===== config.mk =====
export PLATFORM = sky130hd
export DESIGN_NAME = scroll_digit_disp
export DESIGN_NICKNAME = d
export VERILOG_FILES = /design/src/rtl/disp_pkg.sv /design/src/rtl/mod_counter.sv /design/src/rtl/bounce_seq.sv /design/src/rtl/seg_glyph.sv /design/src/rtl/scroll_digit_disp.sv
export SDC_FILE = /design/constraint.sdc
export NUM_CORES = 1
export LEC_CHECK = 0
export ABC_CLOCK_PERIOD_IN_PS = 2700
export BUFFER_PORTS_ARGS = -buffer_cell sky130_fd_sc_hd__buf_4
export CORE_UTILIZATION = 40
export CTS_CLUSTER_DIAMETER = 150
export DETAILED_ROUTE_END_ITERATION = 10
export PLACE_DENSITY = 0.59
export SYNTH_ARGS = -nofsm -noshare
export SYNTH_HDL_FRONTEND = slang
export SYNTH_HIERARCHICAL = 1
export SYNTH_SLANG_ARGS = --single-unit

===== constraint.sdc =====
create_clock -name clk -period 2.7 [get_ports clk]
set_input_delay 0.27 -clock clk [delete_from_list [all_inputs] [get_ports clk]]
set_output_delay 0.27 -clock clk [all_outputs]
set_load 0.02 [all_outputs]

===== src/rtl/disp_pkg.sv =====
package disp_pkg;

  localparam int SEG_W = 8;

  // Segment order: bit 7 = a ... bit 1 = g, bit 0 = dp; high lights.
  function automatic logic [SEG_W-1:0] digit_glyph(input logic [3:0] v);
    logic [SEG_W-1:0] g;
    case (v)
      4'd0:    g = 8'hFC;
      4'd1:    g = 8'h60;
      4'd2:    g = 8'hDA;
      4'd3:    g = 8'hF2;
      4'd4:    g = 8'h66;
      4'd5:    g = 8'hB6;
      4'd6:    g = 8'hBE;
      4'd7:    g = 8'hE0;
      4'd8:    g = 8'hFE;
      4'd9:    g = 8'hF6;
      default: g = 8'h00;
    endcase
    return g;
  endfunction

endpackage


===== src/rtl/mod_counter.sv =====
module mod_counter #(
  parameter int MODULUS = 10,
  localparam int W = (MODULUS > 1) ? $clog2(MODULUS) : 1
) (
  input  logic         clk,
  input  logic         rst_n,
  input  logic         en,
  output logic [W-1:0] cnt_o
);

  localparam logic [W-1:0] TOP = W'(MODULUS - 1);

  logic [W-1:0] cnt_q, cnt_d;

  always_comb begin
    cnt_d = cnt_q;
    if (en) begin
      if (cnt_q == TOP) cnt_d = '0;
      else              cnt_d = cnt_q + W'(1);
    end
  end

  always_ff @(posedge clk or negedge rst_n) begin
    if (!rst_n) cnt_q <= '0;
    else        cnt_q <= cnt_d;
  end

  assign cnt_o = cnt_q;

  // wrap after the last value
  a_r2_wrap: assert property (@(posedge clk) disable iff (!rst_n)
    (en && cnt_q == TOP) |=> (cnt_q == '0));

  // single step otherwise
  a_r2_step: assert property (@(posedge clk) disable iff (!rst_n)
    (en && cnt_q != TOP) |=> (cnt_q == $past(cnt_q) + W'(1)));

  a_r2_in_range: assert property (@(posedge clk) disable iff (!rst_n)
    cnt_q <= TOP);

endmodule


===== src/rtl/bounce_seq.sv =====
module bounce_seq #(
  parameter int NUM_DIGITS = 8,
  localparam int STEPS   = 2 * NUM_DIGITS - 2,
  localparam int STATE_W = $clog2(STEPS),
  localparam int SEL_W   = $clog2(NUM_DIGITS)
) (
  input  logic             clk,
  input  logic             rst_n,
  input  logic             en,
  output logic [SEL_W-1:0] sel_o
);

  localparam logic [STATE_W-1:0] LAST_STATE = STATE_W'(STEPS - 1);
  localparam logic [STATE_W-1:0] FAR_END    = STATE_W'(NUM_DIGITS - 1);

  logic [STATE_W-1:0] st_q, st_d;

  always_comb begin
    st_d = st_q;
    if (en) begin
      if (st_q == LAST_STATE) st_d = '0;
      else                    st_d = st_q + STATE_W'(1);
    end
  end

  always_ff @(posedge clk or negedge rst_n) begin
    if (!rst_n) st_q <= '0;
    else        st_q <= st_d;
  end

  // Outbound half: digit index = state; return half mirrors it.
  always_comb begin
    if (st_q <= FAR_END) sel_o = SEL_W'(FAR_END - st_q);
    else                 sel_o = SEL_W'(st_q - FAR_END);
  end

  // the sequence closes after STEPS states
  a_r6_wrap: assert property (@(posedge clk) disable iff (!rst_n)
    (en && st_q == LAST_STATE) |=> (st_q == '0));

  a_r6_in_range: assert property (@(posedge clk) disable iff (!rst_n)
    st_q <= LAST_STATE);

endmodule


===== src/rtl/seg_glyph.sv =====
module seg_glyph
  import disp_pkg::*;
#(
  parameter int VAL_W = 4
) (
  input  logic [VAL_W-1:0] val_i,
  output logic [SEG_W-1:0] seg_o
);

  logic [3:0] v4;

  generate
    if (VAL_W >= 4) begin : g_trunc
      assign v4 = val_i[3:0];
    end else begin : g_pad
      assign v4 = {{(4-VAL_W){1'b0}}, val_i};
    end
  endgenerate

  always_comb seg_o = digit_glyph(v4);

endmodule


===== src/rtl/scroll_digit_disp.sv =====
module scroll_digit_disp
  import disp_pkg::*;
#(
  parameter int NUM_DIGITS = 8,
  parameter int MODULUS    = 10,
  localparam int SEL_W = $clog2(NUM_DIGITS),
  localparam int VAL_W = (MODULUS > 1) ? $clog2(MODULUS) : 1
) (
  input  logic             clk,
  input  logic             rst_n,
  output logic [SEG_W-1:0] seg_o,
  output logic [SEL_W-1:0] sel_o
);

  localparam logic [SEL_W-1:0] SEL_MAX = SEL_W'(NUM_DIGITS - 1);

  logic             step_en;
  logic [VAL_W-1:0] val;

  assign step_en = 1'b1;

  mod_counter #(.MODULUS(MODULUS)) u_val (
    .clk   (clk),
    .rst_n (rst_n),
    .en    (step_en),
    .cnt_o (val)
  );

  bounce_seq #(.NUM_DIGITS(NUM_DIGITS)) u_pos (
    .clk   (clk),
    .rst_n (rst_n),
    .en    (step_en),
    .sel_o (sel_o)
  );

  seg_glyph #(.VAL_W(VAL_W)) u_glyph (
    .val_i (val),
    .seg_o (seg_o)
  );

  // decimal point never lit
  a_r4_dp_off: assert property (@(posedge clk) disable iff (!rst_n)
    seg_o[0] == 1'b0);

  // the lit digit moves by exactly one place per clock
  a_r7_adjacent: assert property (@(posedge clk) disable iff (!rst_n)
    1'b1 |=> ((SEL_W'(sel_o - $past(sel_o)) == SEL_W'(1)) ||
              (SEL_W'($past(sel_o) - sel_o) == SEL_W'(1))));

  // bounce at the leftmost end
  a_r7_left_turn: assert property (@(posedge clk) disable iff (!rst_n)
    (sel_o == '0) |=> (sel_o == SEL_W'(1)));

  // bounce at the rightmost end
  a_r7_right_turn: assert property (@(posedge clk) disable iff (!rst_n)
    (sel_o == SEL_MAX) |=> (sel_o == SEL_MAX - SEL_W'(1)));

endmodule


==> flow_metrics.tcl <==
set metrics [dict create \
    cts_tree "done" \
    critical_path_peak_fanout 11 \
    startpoint_type "flop" \
    clock_latency_ns 0.25 \
    skew_ns 0.0009200 \
    drt_iter0_markers 4 \
    clockBufferDepth 2 \
    drcViolationCount 0 \
    netlist_instances 69 \
    cts_sinks 8 \
    arrival_ns 1.65 \
    cap_violations 0 \
    area_delta_synth_final_pct 25.39 \
    dpl.cell_count 104 \
    rrSetupSlack_ns 1.60 \
    crit_buf_inv 3 \
    cts_root_buf "clkbuf_4" \
    finalCriticalPeriod_ns 1.921 \
    port_buffers 11 \
    hold_viol_final 0 \
    drt-total-wl_mm 1.094 \
    synth_edf_count 0 \
    io_pins 13 \
    htreeDepth 1 \
    finalCritPeriodShare 0.7113 \
    hp-class "primary input to async pin" \
    cts_made_buffers 3 \
    antenna_found_initial 0 \
    max_freq_mhz 520.7 \
    fp.dieH_um 41.86 \
    syn_area_um2 635.6 \
    grt_max_degree 12 \
    crit_chain "inv_1 > ha_1 > inv_1 > o21ai_0 > buf_4" \
    antenna_cells 0 \
    drive_above_1_share 0.2500 \
    initial_core_util 0.4269 \
    maxSlewViolCount 0 \
    ant_nets 0 \
    num_rows 14 \
    dp_hpwl_um 841 \
    grt_pass1_wl_mm 2.014 \
    cp-end-kind "output pin" \
    final_area_um2 797.0 \
    yosysSeqAreaShare 0.3150 \
    place_area_um2 764.5 \
    rr_worst_depth 5 \
    setup_violations 0 \
    crit_family "flip-flops" \
    path_class "flop to output pin" \
    die-area_mm2 0.001752 \
    coreArea_mm2 0.001489 \
    fin_tns_setup_ns 0 \
    wl_per_cell_um 10.13 \
    gp_congestion 0.7687 \
    required_ns 2.43 \
    slowest_stage "dfrtp_1" \
    track_usage 0.1483 \
    yosysWarningCount 6 \
    status "finished clean" \
    grt_pass1_vias 509 \
    r2r-start "u_pos/st_q[1]$_DFFE_PN0P_" \
    synth.avg_cell_area_um2 9.212 \
    startpoint "u_val/cnt_o[1]$_DFFE_PN0P_" \
    nets 104 \
    grt_setup_unrepaired "false" \
    firstDrtPassIters 4 \
    final-instance-count-excl-fill 108 \
    cp_slowest_stage_delay_ns 0.58 \
    async_reset_ff_frac 1.000 \
    ys_ff_latch 8 \
    cts_setup_buffers 0 \
    cts.clk_slew.worst_paths_ns 0.06 \
    chipWidth_um 41.86 \
    ys.flop_type "dfrtp_1" \
    num_vias 496 \
    viasPerCell 4.593 \
    synth.distinct_cells 30 \
    overflow 0 \
    cp_common_cell "inv_1" \
    r2r_end "u_pos/st_q[1]$_DFFE_PN0P_" \
]
## cell usage after synthesis (2+ instances only)
cell type	count	area share
a21o_1	2	0.024
xnor2_1	3	0.041
ha_1	8	0.16
conb_1	2	0.012
nor2_1	3	0.018
o21ai_1	2	0.016
inv_1	6	0.035
dfrtp_1	8	0.31
o21ai_0	7	0.055
a21oi_1	4	0.031
nand2_1	3	0.018
nand3_1	3	0.024
## worst max-delay path by stage
stage	endpoint	slack, ns	cells after the start
final	seg_o[4]	0.78	5
after global placement	seg_o[4]	1.08	5
after global routing	seg_o[4]	0.57	5
after floorplan	seg_o[4]	0.94	4
after detailed placement	seg_o[4]	1.04	5
after CTS	seg_o[4]	0.76	5
## stage by stage
| step | worst slack, ns | util | hold WS, ns |
|---|---|---|---|
| after floorplan | 0.9437 | - | -0.02559 |
| after global placement | 1.082 | 0.5134 | 0.09249 |
| after detailed placement | 1.043 | 0.5134 | 0.09459 |
| after CTS | 0.7563 | 0.5353 | 0.3583 |
| after global routing | 0.5683 | 0.5353 | 0.3770 |
| final | 0.7794 | 0.5353 | 0.3672 |
## registers in the layout, indices dropped and copies added (netlist names)
name / cells
u_pos/st_q: 4
u_val/cnt_o: 4
## final cells by class
cell class | instances | area, um2
Multi-Input combinational cell | 62 | 435.4
Fill cell | 151 | 691.9
Timing Repair Buffer | 12 | 92.59
Inverter | 7 | 26.28
Tap cell | 16 | 20.02
Clock buffer | 3 | 22.52
Sequential cell | 8 | 200.2
## layer usage
| layer | GRT usage | wire [um] | vias up |
|---|---|---|---|
| met5 | 0 | 0 | - |
| li1 | - | - | 270 |
| met3 | 0.01304 | 41 | 0 |
| met4 | 0.07742 | 0 | 0 |
| met2 | 0.2531 | 508 | 11 |
| met1 | 0.1841 | 544 | 215 |
## cell families (layout without fill, tap and decap cells)
family | count (synthesis) | after routing | synth area share
buf+inv | 8 | 22 | 0.05315
xor+xnor | 4 | 4 | 0.05513
fa+ha+maj | 8 | 8 | 0.1575
simple gates | 17 | 17 | 0.1693
mux | 1 | 1 | 0.01575
compound gates | 21 | 21 | 0.2224
flops | 8 | 8 | 0.3150
other cells | 2 | 11 | 0.01182
## placed cells by master, fill, tap and decap left out, types with 2 or more instances in the layout
cell	instances
a21o_1	2
a21oi_1	4
buf_4	11
clkbuf_4	3
conb_1	11
dfrtp_1	8
ha_1	8
inv_1	6
nand2_1	3
nand3_1	3
nor2_1	3
o21ai_0	7
o21ai_1	2
xnor2_1	3
## repair_timing
item / CTS / global route
hold endpoints to repair: 8 / 0
gates resized for setup: 0 / 0
hold buffers: 1 / 0
Power is not shown: default switching activity piles up to over one toggle a cycle in this logic, so the estimate is an artifact.
